$ cat src/rtl/sctl_pkg.sv
package sctl_pkg;

  typedef enum logic [1:0] {
    RX_IDLE  = 2'd0,
    RX_START = 2'd1,
    RX_DATA  = 2'd2,
    RX_STOP  = 2'd3
  } rx_state_t;

  // Clocks per oversampling tick, rounded to nearest.
  function automatic int unsigned os_divisor(input int unsigned clk_hz,
                                             input int unsigned baud,
                                             input int unsigned os_rate);
    return (clk_hz + (os_rate * baud) / 2) / (os_rate * baud);
  endfunction

  // Register selector taken from the upper part of a command byte.
  function automatic logic [3:0] cmd_addr(input logic [7:0] cmd);
    return cmd[7:4];
  endfunction

  // Value taken from the lower part of a command byte.
  function automatic logic [3:0] cmd_value(input logic [7:0] cmd);
    return cmd[3:0];
  endfunction

endpackage

$ cat src/rtl/sctl_tick_gen.sv
module sctl_tick_gen #(
  parameter int unsigned DIV = 15
) (
  input  logic clk,
  input  logic rst_n,
  output logic tick
);
  localparam int unsigned CW = (DIV > 1) ? $clog2(DIV) : 1;
  localparam logic [CW-1:0] LAST = CW'(DIV - 1);

  logic [CW-1:0] cnt_q;

  always_ff @(posedge clk or negedge rst_n) begin
    if (!rst_n) begin
      cnt_q <= '0;
      tick  <= 1'b0;
    end else begin
      tick <= (cnt_q == LAST);
      if (cnt_q == LAST) cnt_q <= '0;
      else               cnt_q <= cnt_q + 1'b1;
    end
  end
endmodule

$ cat src/rtl/sctl_uart_rx.sv
module sctl_uart_rx
  import sctl_pkg::*;
#(
  parameter int unsigned OS_RATE   = 16,
  parameter int unsigned DATA_BITS = 8
) (
  input  logic                 clk,
  input  logic                 rst_n,
  input  logic                 tick,
  input  logic                 rx_in,
  output logic                 byte_vld,
  output logic [DATA_BITS-1:0] byte_data,
  output logic                 frame_err
);
  localparam int unsigned OSW = $clog2(OS_RATE);
  localparam int unsigned BW  = $clog2(DATA_BITS + 1);
  localparam logic [OSW-1:0] MID  = OSW'(OS_RATE / 2 - 1);
  localparam logic [OSW-1:0] FULL = OSW'(OS_RATE - 1);
  localparam logic [BW-1:0]  NBITS = BW'(DATA_BITS);

  logic                 sync1_q, sync2_q, prev_q;
  rx_state_t            st_q;
  logic [OSW-1:0]       os_q;
  logic [BW-1:0]        bit_q;
  logic [DATA_BITS-1:0] shift_q;

  wire fall_edge = prev_q & ~sync2_q;

  // Two-flop synchronizer plus edge history, all reset to idle level.
  always_ff @(posedge clk or negedge rst_n) begin
    if (!rst_n) begin
      sync1_q <= 1'b1;
      sync2_q <= 1'b1;
      prev_q  <= 1'b1;
    end else begin
      sync1_q <= rx_in;
      sync2_q <= sync1_q;
      prev_q  <= sync2_q;
    end
  end

  always_ff @(posedge clk or negedge rst_n) begin
    if (!rst_n) begin
      st_q      <= RX_IDLE;
      os_q      <= '0;
      bit_q     <= '0;
      shift_q   <= '0;
      byte_vld  <= 1'b0;
      byte_data <= '0;
      frame_err <= 1'b0;
    end else begin
      byte_vld  <= 1'b0;
      frame_err <= 1'b0;
      unique case (st_q)
        RX_IDLE: begin
          os_q <= '0;
          if (fall_edge) st_q <= RX_START;
        end
        RX_START: if (tick) begin
          if (os_q == MID) begin
            os_q  <= '0;
            bit_q <= '0;
            st_q  <= sync2_q ? RX_IDLE : RX_DATA;
          end else begin
            os_q <= os_q + 1'b1;
          end
        end
        RX_DATA: if (tick) begin
          if (os_q == FULL) begin
            os_q    <= '0;
            shift_q <= {sync2_q, shift_q[DATA_BITS-1:1]};
            bit_q   <= bit_q + 1'b1;
            if (bit_q == NBITS - 1'b1) st_q <= RX_STOP;
          end else begin
            os_q <= os_q + 1'b1;
          end
        end
        RX_STOP: if (tick) begin
          if (os_q == FULL) begin
            os_q <= '0;
            st_q <= RX_IDLE;
            if (sync2_q) begin
              byte_vld  <= 1'b1;
              byte_data <= shift_q;
            end else begin
              frame_err <= 1'b1;
            end
          end else begin
            os_q <= os_q + 1'b1;
          end
        end
        default: st_q <= RX_IDLE;
      endcase
    end
  end
endmodule

$ cat src/rtl/sctl_reg_bank.sv
module sctl_reg_bank #(
  parameter int unsigned NREGS = 16,
  parameter int unsigned REG_W = 4,
  localparam int unsigned ADDR_W = $clog2(NREGS),
  localparam int unsigned TOT_W  = NREGS * REG_W
) (
  input  logic              clk,
  input  logic              rst_n,
  input  logic              wr_en,
  input  logic [ADDR_W-1:0] wr_addr,
  input  logic [REG_W-1:0]  wr_value,
  output logic [NREGS-1:0]  we_vec,
  output logic [TOT_W-1:0]  flat,
  output logic              wr_pulse
);
  for (genvar k = 0; k < NREGS; k++) begin : g_reg
    logic [REG_W-1:0] r_q;
    assign we_vec[k] = wr_en && (wr_addr == ADDR_W'(k));
    always_ff @(posedge clk or negedge rst_n) begin
      if (!rst_n)         r_q <= '0;
      else if (we_vec[k]) r_q <= wr_value;
    end
    assign flat[k*REG_W +: REG_W] = r_q;
  end

  always_ff @(posedge clk or negedge rst_n) begin
    if (!rst_n) wr_pulse <= 1'b0;
    else        wr_pulse <= wr_en;
  end
endmodule

$ cat src/rtl/serial_ctrl_regs.sv
module serial_ctrl_regs
  import sctl_pkg::*;
#(
  parameter int unsigned CLK_HZ  = 27_000_000,
  parameter int unsigned BAUD    = 115_200,
  parameter int unsigned OS_RATE = 16,
  parameter int unsigned NREGS   = 16,
  parameter int unsigned REG_W   = 4,
  localparam int unsigned ADDR_W = $clog2(NREGS),
  localparam int unsigned CMD_W  = ADDR_W + REG_W,
  localparam int unsigned TOT_W  = NREGS * REG_W
) (
  input  logic             clk,
  input  logic             rst_n,
  input  logic             rx_line,
  output logic [TOT_W-1:0] reg_flat,
  output logic             wr_pulse
);
  localparam int unsigned TICK_DIV = os_divisor(CLK_HZ, BAUD, OS_RATE);

  // Named internal events, visible to the bound checker.
  logic             os_tick;
  logic             rx_byte_vld;
  logic [CMD_W-1:0] rx_byte;
  logic             rx_frame_err;
  logic [NREGS-1:0] bank_we;
  logic [3:0]       cmd_sel;
  logic [3:0]       cmd_val;

  assign cmd_sel = cmd_addr(8'(rx_byte));
  assign cmd_val = cmd_value(8'(rx_byte));

  sctl_tick_gen #(.DIV(TICK_DIV)) u_tick (
    .clk  (clk),
    .rst_n(rst_n),
    .tick (os_tick)
  );

  sctl_uart_rx #(.OS_RATE(OS_RATE), .DATA_BITS(CMD_W)) u_rx (
    .clk      (clk),
    .rst_n    (rst_n),
    .tick     (os_tick),
    .rx_in    (rx_line),
    .byte_vld (rx_byte_vld),
    .byte_data(rx_byte),
    .frame_err(rx_frame_err)
  );

  sctl_reg_bank #(.NREGS(NREGS), .REG_W(REG_W)) u_bank (
    .clk     (clk),
    .rst_n   (rst_n),
    .wr_en   (rx_byte_vld),
    .wr_addr (ADDR_W'(cmd_sel)),
    .wr_value(REG_W'(cmd_val)),
    .we_vec  (bank_we),
    .flat    (reg_flat),
    .wr_pulse(wr_pulse)
  );
endmodule

$ cat config.mk
export PLATFORM = sky130hd
export DESIGN_NAME = serial_ctrl_regs
export DESIGN_NICKNAME = d
export VERILOG_FILES = /design/src/rtl/sctl_pkg.sv /design/src/rtl/sctl_tick_gen.sv /design/src/rtl/sctl_uart_rx.sv /design/src/rtl/sctl_reg_bank.sv /design/src/rtl/serial_ctrl_regs.sv
export SDC_FILE = /design/constraint.sdc
export NUM_CORES = 1
export LEC_CHECK = 0
export ABC_CLOCK_PERIOD_IN_PS = 3500
export BUFFER_PORTS_ARGS = -buffer_cell sky130_fd_sc_hd__clkbuf_2
export CAP_MARGIN = 0
export CORE_ASPECT_RATIO = 1.5
export CORE_MARGIN = 1
export CORE_UTILIZATION = 60
export DETAILED_ROUTE_END_ITERATION = 6
export PLACE_DENSITY = 0.84
export REMOVE_ABC_BUFFERS = 1
export SKIP_CTS_REPAIR_TIMING = 1
export SYNTH_ARGS = -nofsm -noshare
export SYNTH_HDL_FRONTEND = slang
export SYNTH_SLANG_ARGS = --single-unit
$ cat constraint.sdc
create_clock -name clk -period 3.5 [get_ports clk]
set_clock_uncertainty 0.05 [all_clocks]
set_input_delay 0.525 -clock clk [delete_from_list [all_inputs] [get_ports clk]]
set_output_delay 0.525 -clock clk [all_outputs]
set_load 0.01 [all_outputs]
==> results of run 1 <==
-- per-stage QoR --
| stage | instance area, µm² | total power [mW] | cells | setup slack (ns) | util (%) |
|---|---|---|---|---|---|
| 2_1_floorplan | 4020 | 1.22 | 275 | 1.77 | - |
| 4_1_cts | 4710 | 2.08 | 436 | 1.58 | 72.0 |
| 3_5_place_dp | 4470 | 1.25 | 420 | 1.59 | 68.4 |
| 5_1_grt | 4710 | 2.14 | 436 | 1.46 | 72.0 |
| 6_report | 4710 | 2.07 | 436 | 1.57 | 72.0 |
| 3_3_place_gp | 4470 | 1.25 | 420 | 1.67 | 68.4 |
-- where the power goes --
part / switching (mW) / internal [mW]
Clock: 0.381 / 0.459
Combinational: 0.0335 / 0.0147
Sequential: 0.0165 / 1.17
-- state kept, by name (all words and copies together), names as in the netlist, 4 cells and up, named ones only --
register and count:
u_rx.bit_q 4, u_bank.g.r_q 64, u_rx.os_q 4, u_rx.shift_q 8
u_tick.cnt_q 4, u_rx.byte_data 8
-- kinds of logic (layout without fill, tap and decap cells) --
family / count (synthesis) / count (layout) / share of synthesized area (%)
flip-flops: 100 / 100 / 61.5
multiplexers: 82 / 82 / 23.0
AND/OR/NAND/NOR: 56 / 56 / 8.19
AO/OA/AOI/OAI: 29 / 29 / 4.60
buffers and inverters: 14 / 89 / 1.72
adder cells (fa/ha/maj): 2 / 2 / 0.614
XOR/XNOR: 2 / 2 / 0.430
-- worst min path at each step --
stage,start,to,depth (start not counted)
finish,rx_line,u_rx.sync1_q,1
global route,rx_line,u_rx.sync1_q,1
CTS,rx_line,u_rx.sync1_q,1
detailed placement,u_rx.sync1_q,u_rx.sync2_q,0
global placement,u_rx.sync1_q,u_rx.sync2_q,0
floorplan,rst_n,async pin,0
-- layout by cell type, fill, tap and decap left out, types with 2 or more instances in the layout --
master     count
dfrtp_1       97
mux2_2        77
clkbuf_2      66
nor2_1        14
clkbuf_8      12
o21ai_0       11
nand2_1        9
nand2b_1       9
nand3_1        7
a21oi_1        4
mux2_4         4
inv_1          3
buf_4          3
dfstp_2        3
nor3b_1        2
a31oi_1        2
xor2_1         2
nand3b_1       2
a211oi_1       2
nor2b_1        2
a221oi_1       2
ha_1           2
bufinv_16      2
clkinv_2       2
-- metal layers --
metal	wire length [µm]	vias up
li1	-	1152
met1	3120	1308
met2	4260	62
met3	287	9
met4	102	0
met5	0	-
-- final cells by class --
class                      count  share of cell area, %
tap                           76                   2.02
clock inverter                 4                   1.49
clock buffer                  12                   3.51
multi-input combinational    171                   31.9
timing repair buffer          69                   7.50
sequential                   100                   53.3
inverter                       4                  0.319
==> metrics.csv, run 1 <==
metric;value;unit
run_status;finished clean;
timing.critical_path.buf_inv;0;
ys_ff_latch;100;
grt_remaining_overflow;0;
total_negative_setup_slack;0;ns
coreArea;6530;µm²
synth.cell_area;4080;µm²
antenna_found_initial;0;
avgViaCountPerCell;5.81;
syn-instance-count;285;
synthesis.area_per_instance;14.3;µm²
ctsRootBufferMaster;clkbuf_8;
firstDrtPassIters;4;
slew_viol_final;0;
timing.critical_path.depth;4;
floorplan.initialDensity;62.4;%
synth-warning-count;0;
clk_transition_reported_paths;0.09;ns
antenna_cells;0;
sequential_area;2510;µm²
grt_first_pass_wirelength;12700;µm
ys_top_cells_by_area;dfrtp_1 60%, mux2_2 21%, dfstp_2 1.9%;
global_route.peak_usage_layer;met2;
wire_per_inst;17.8;µm
setup_violations;0;
crit-reg2reg-capture;u_rx.shift_q[0];
die_height;103;µm
vdd_drop_max;0.000306;V
die-width;69.3;µm
globalRouteTotalUtil;23.6;%
cts_inserted_buffers;9;
flow.area_growth_from_synthesis;15.4;%
final_hold_vios;0;
yosys.cell_types.count;43;
maxClockFrequency;0.518;GHz
slew_headroom;48.9;%
cts_sinks;100;
clk-insertion-delay-late;0.37;ns
antenna_left;0;
num_rows;36;
filler_cell_count;433;
whs;0.184;ns
max_cap_viol_count;0;
top_level_ports;68;
synth_seq_area_share;61.5;%
arrival;2.13;ns
ctsHtreeMaxLevel;3;
nature_of_the_critical_path_startpoint;flop;
timing.reg2reg.worst_path_depth;4;
async_flop_share;100;%
min-delay-path-class;in -> reg;
finalCriticalPeriod;1.93;ns
setup_repair_after_global_routing_missed_its_margin;no;
yosys_most_used_dff;dfrtp_1;
final_min_period_over_clock_period;55.2;%
critPathCapture;u_rx.shift_q[0];
gpl.final_weighted_congestion;0.850;
path_class;reg -> reg;
critical_path.endpoint_type;flop;
grt_met2_use;41.2;%
critical_path.cell_chain;ha_1, nand4_4, nor3_4, mux2_2;
synth-edff-count;0;
num_vias;2531;
startpoint;u_rx.os_q[0];
clock_path_buffers;2;
remaining_drcs;0;
grt_pass1_vias;2459;
timing_worst_slew_pin_value;0.766;ns
grtUsageMet1;28.2;%
static-leakage-power;2.45;nW
cp_top_family;simple AND/OR/NAND/NOR gates;
synthDominantCellAreaShare;59.5;%
dp_hpwl;5210;µm
crit_slowest_cell;dfrtp_1;
layout-drive-gt1-share;48.6;%
worst-endpoint-required;3.70;ns
netlist_top_cells_count;97 x dfrtp_1, 77 x mux2_2, 14 x nor2_1;
ff2ff_setup_slack;1.57;ns
timing.critical_path.slowest_cell_delay;0.44;ns
post-synth-top-count-cell;dfrtp_1;
route.final.wire_length;7760;µm
timing.critical_path.fanout_max;10;
grt_max_degree;64;
cts_tree;built;
first_iter_violations;129;
final_net_count;360;
dieArea;7140;µm²
use_met3;5.87;%
rr_startpoint;u_rx.os_q[0];
p_per_area;440;nW/µm²
multiInputGateArea;1500;µm²
io_buffer_count;67;
synth_largest_area_cell;dfrtp_1;
Power figures use the tool's default switching activity.
==> run 2, diff against run 1 <==
- ABC_CLOCK_PERIOD_IN_PS: 3500 -> 1650
- CORE_UTILIZATION: 60 -> 50
- PLACE_DENSITY: 0.84 -> 0.75
- clock period: 3.5 -> 1.65 ns (I/O delays scaled with it)
==> metrics.csv, run 2 (synthesis gave the netlist of run 1 again) <==
metric;value;unit
run_status;finished clean;
global_route.peak_usage_layer;met2;
num_rows;40;
arrival;1.77;ns
grt_max_degree;39;
placed_area;4630;µm²
min_delay_worst_endpoint;u_rx.sync2_q;
ctsHtreeMaxLevel;3;
filler_cell_count;596;
coreArea;7960;µm²
rr_startpoint;u_rx.os_q[0];
grt_pass1_vias;2643;
dieArea;8530;µm²
layout_common_cells;97 x dfrtp_1, 77 x mux2_2, 66 x clkbuf_2;
grt_first_pass_wirelength;12900;µm
crit-reg2reg-capture;u_rx.shift_q[5];
grtUsageMet1;24.5;%
p_per_area;946;nW/µm²
slew_viol_final;0;
grt_remaining_overflow;0;
clock_path_buffers;2;
final_min_period_over_clock_period;96.9;%
num_vias;2629;
timing.critical_path.fanout_max;8;
cts_sinks;100;
layout.cells.most_common;dfrtp_1;
antenna_left;0;
cts_tree;built;
timing.critical_path.buf_inv;1;
largest_reg_flops;64;
first_iter_violations;122;
nature_of_the_critical_path_startpoint;flop;
post-route-worst-setup-slack;0.0514;ns
setup_repair_after_global_routing_missed_its_margin;no;
dp_cells;461;
reg_top3;u_bank.g.r_q x64, u_rx.byte_data x8, u_rx.shift_q x8;
antenna_cells;0;
flow.area_growth_from_synthesis;21.3;%
largest-register;u_bank.g.r_q;
cp_top_family;flip-flops;
final_net_count;374;
ctsRootBufferMaster;clkbuf_16;
avgViaCountPerCell;5.49;
timing.hold.worst.start;u_rx.sync1_q;
route.final.wire_length;7930;µm
clk-insertion-delay-late;0.34;ns
die_height;113;µm
final_hold_vios;0;
min-delay-path-class;reg -> reg;
die-width;75.7;µm
use_met3;4.22;%
remaining_drcs;0;
setup_violations;0;
gpl.final_weighted_congestion;0.804;
post-route-cell-area;4950;µm²
max_cap_viol_count;0;
finalCriticalPeriod;1.60;ns
critical_path.cell_chain;ha_1, nand4_4, nor3_4, buf_12, mux2_2;
layout-drive-gt1-share;49.7;%
top_level_ports;68;
path_class;reg -> reg;
floorplan.initialDensity;51.2;%
grt_met2_use;35.6;%
vdd_drop_max;0.000655;V
slew_headroom;54.7;%
wire_per_inst;16.5;µm
ff2ff_setup_slack;0.05;ns
crit_slowest_cell;dfrtp_1;
antenna_found_initial;0;
timing_worst_slew_pin_value;0.680;ns
design_power_total;4.68;mW
globalRouteTotalUtil;20.4;%
firstDrtPassIters;4;
maxClockFrequency;0.626;GHz
clk_transition_reported_paths;0.06;ns
final_cell_count_no_fill;479;
dp_hpwl;5530;µm
detailedPlace.worstSlack;0.0536;ns
critical_path.endpoint_type;flop;
static-leakage-power;2.55;nW
cts_inserted_buffers;9;
timing.critical_path.slowest_cell_delay;0.36;ns
io_buffer_count;67;
worst-endpoint-required;1.82;ns
timing.reg2reg.worst_path_depth;5;
timing.hold.worst_path_depth;0;
[run 2: cell count changes in the layout (fill, tap and decap cells not counted), sizes merged]
cell / delta
clkinvlp: +2
bufinv: -1
clkbuf: -1
buf: +12
dlygate4sd3: +2
[run 2: worst max path at each step]
stage               cells past startpoint                      end  slack (ns)              start
finish                                  5          u_rx.shift_q[5]        0.05       u_rx.os_q[0]
global route                            3  u_bank.g_reg[11].r_q[0]       0.003  u_rx.byte_data[6]
CTS                                     5          u_rx.shift_q[5]        0.05       u_rx.os_q[0]
detailed placement                      5            u_rx.bit_q[1]        0.05       u_rx.os_q[0]
global placement                        3   u_bank.g_reg[5].r_q[1]        0.12  u_rx.byte_data[7]
floorplan                               4          u_rx.shift_q[0]       -0.08       u_rx.os_q[0]
[run 2: per-layer routing]
| metal | share of wire (%) | wire (µm) | up-vias |
|---|---|---|---|
| li1 | - | - | 1186 |
| met3 | 3.1 | 242 | 13 |
| met4 | 1.5 | 119 | 0 |
| met5 | 0 | 0 | - |
| met2 | 54 | 4320 | 68 |
| met1 | 41 | 3240 | 1362 |
[run 2: metrics by stage]
stage | utilization (%) | hold WS (ns) | setup TNS, ns
after floorplan | - | -0.0981 | -0.635
after global placement | 58.2 | 0.157 | 0
after detailed placement | 58.2 | 0.166 | 0
after CTS | 61.9 | -0.194 | 0
after global routing | 62.2 | 0.320 | 0
final | 62.2 | 0.313 | 0
[run 2: power by group]
| part | internal [mW] | switching (mW) | total, mW |
|---|---|---|---|
| clock network | 1.17 | 0.855 | 2.03 |
| logic | 0.0640 | 0.0988 | 0.163 |
| registers | 2.48 | 0.0172 | 2.49 |
| total | 3.71 | 0.971 | 4.68 |
[run 2: final cells by class]
cell class                      instances  area (µm²)  share of cell area, %
Inverter                                4        15.0                  0.303
Timing Repair Buffer                   83         500                   10.1
Multi-Input combinational cell        171        1510                   30.5
Clock inverter                          5        55.1                   1.11
Sequential cell                       100        2510                   50.7
Tap cell                              105         131                   2.66
Clock buffer                           11         233                   4.70
==> run 3, diff against run 2 <==
- ABC_AREA: default -> 1
- SKIP_CTS_REPAIR_TIMING: 1 -> default
==> metrics.csv, run 3 <==
metric;value;unit
netlist_top_cells_count;97 x dfrtp_1, 91 x nand2_1, 51 x o21ai_0;
remaining_drcs;0;
design_power_total;4.91;mW
layout-drive-gt1-share;25.2;%
reg_top3;u_bank.g.r_q x64, u_rx.byte_data x8, u_rx.shift_q x8;
synth-edff-count;0;
synthDominantCellAreaShare;61.6;%
cp_top_family;simple AND/OR/NAND/NOR gates;
yosys_most_used_dff;dfrtp_1;
route.final.wire_length;7860;µm
run_status;finished clean;
total_negative_setup_slack;0;ns
num_rows;39;
dieArea;8240;µm²
clock_path_buffers;2;
grt_pass1_vias;2817;
firstDrtPassIters;5;
worst-endpoint-required;1.83;ns
yosys.cell_types.count;27;
timing.critical_path.slowest_cell_delay;0.38;ns
antenna_cells;0;
timing.critical_path.buf_inv;0;
antenna_found_initial;0;
vdd_drop_max;0.000575;V
floorplan.initialDensity;51.7;%
grt_first_pass_wirelength;12900;µm
timing.critical_path.fanout_max;5;
clk-insertion-delay-late;0.33;ns
ys_ff_latch;100;
min-delay-path-class;reg -> reg;
flow.area_growth_from_synthesis;22.5;%
synth_seq_area_share;63.6;%
post-synth-top-count-cell;dfrtp_1;
slew_viol_final;0;
static-leakage-power;2.39;nW
crit_slowest_cell;dfrtp_1;
ctsRootBufferMaster;clkbuf_16;
io_buffer_count;67;
synthesis.area_per_instance;9.94;µm²
p_per_area;1020;nW/µm²
arrival;1.71;ns
finalCriticalPeriod;1.54;ns
final_net_count;488;
cts_sinks;100;
final_min_period_over_clock_period;93.2;%
syn-instance-count;396;
max_cap_viol_count;0;
largest-register;u_bank.g.r_q;
synth.cell_area;3940;µm²
timing_worst_slew_pin_value;0.562;ns
gpl.final_weighted_congestion;0.894;
final_hold_vios;0;
coreArea;7610;µm²
async_flop_share;100;%
wire_per_inst;13.3;µm
nature_of_the_critical_path_startpoint;flop;
cts_inserted_buffers;9;
avgViaCountPerCell;5.04;
dp_hpwl;5570;µm
layout_common_cells;97 x dfrtp_1, 91 x nand2_1, 66 x clkbuf_2;
slew_headroom;62.5;%
critical_path.cell_chain;ha_1, nand3_1, nor2_4, nor2_1, nor2_1, nand3_1, nand2_1, nand2_1;
maxClockFrequency;0.650;GHz
critical_path.endpoint_type;flop;
largest_reg_flops;64;
die-width;74.5;µm
ys_top_cells_by_area;dfrtp_1 62%, nand2_1 8.7%, o21ai_0 6.5%;
grt_max_degree;39;
clk_transition_reported_paths;0.06;ns
antenna_left;0;
grt_remaining_overflow;0;
first_iter_violations;175;
top_level_ports;68;
path_class;reg -> reg;
cts_tree;built;
synth_largest_area_cell;dfrtp_1;
num_vias;2976;
ctsHtreeMaxLevel;3;
globalRouteTotalUtil;20.7;%
layout.cells.most_common;dfrtp_1;
synth-warning-count;0;
setup_violations;0;
die_height;111;µm
setup_repair_after_global_routing_missed_its_margin;yes;
[run 3: path summary, 6_finish.rpt]
check / endpoint / depth (start not counted) / slack (ns) / startpoint
worst min-delay path: u_rx.sync2_q / 0 / 0.31 / u_rx.sync1_q
max in group asynchronous: u_bank.g_reg[14].r_q[0] / 3 / 0.65 / rst_n
min in group asynchronous: u_bank.g_reg[3].r_q[2] / 2 / 0.36 / rst_n
worst min register to register: u_rx.sync2_q / 0 / 0.31 / u_rx.sync1_q
worst max register to register: flop / 8 / 0.11 / u_rx.os_q[0]
worst max-delay path: flop / 8 / 0.11 / u_rx.os_q[0]
[run 3: cells by family after synthesis]
family / synth area share [%]
AND/OR/NAND/NOR: 19.3
flip-flops: 63.6
AO/OA/AOI/OAI: 12.2
buffers and inverters: 3.72
XOR/XNOR: 0.445
adder cells (fa/ha/maj): 0.635
[run 3: layout make-up]
type	instances	area (µm²)
clock buffers	15	288
clock inverters	1	5.00
fillers	612	2790
inverters	30	113
multi-input cells	260	1290
flip-flops and latches	100	2510
well taps	102	128
repair buffers	82	493
[run 3: stage by stage]
stage / hold slack, ns / utilization, % / std cells / worst slack [ns] / area, µm²
after floorplan: -0.0981 / - / 390 / 0.140 / 3900
after global placement: 0.172 / 58.7 / 567 / 0.107 / 4470
after detailed placement: 0.180 / 58.7 / 567 / 0.0292 / 4470
after CTS: 0.306 / 62.8 / 585 / 0.0109 / 4780
after global routing: 0.308 / 63.4 / 590 / -0.00756 / 4820
final: 0.305 / 63.4 / 590 / 0.113 / 4820
[run 3: power breakdown]
part           internal, mW  switching (mW)  total (mW)
clock network          1.19           0.821        2.01
registers              2.49          0.0469        2.53
logic                 0.108           0.257       0.366
total                  3.78            1.13        4.91
[run 3: repair_timing]
item / in CTS / in global routing
resized for setup: 0 / 2
buffers inserted: 0 / 5
hold buffers: 2 / 0
endpoints found under the hold margin: 29 / 0
setup endpoints to repair: 0 / 9
[run 3: metal layers]
metal	up-vias	track usage (%)	part of all wire, %
met4	0	10.3	1.9
met3	11	5.09	3.6
met1	1417	23.5	41
met2	78	35.1	54
met5	-	0	0
li1	1470	-	-
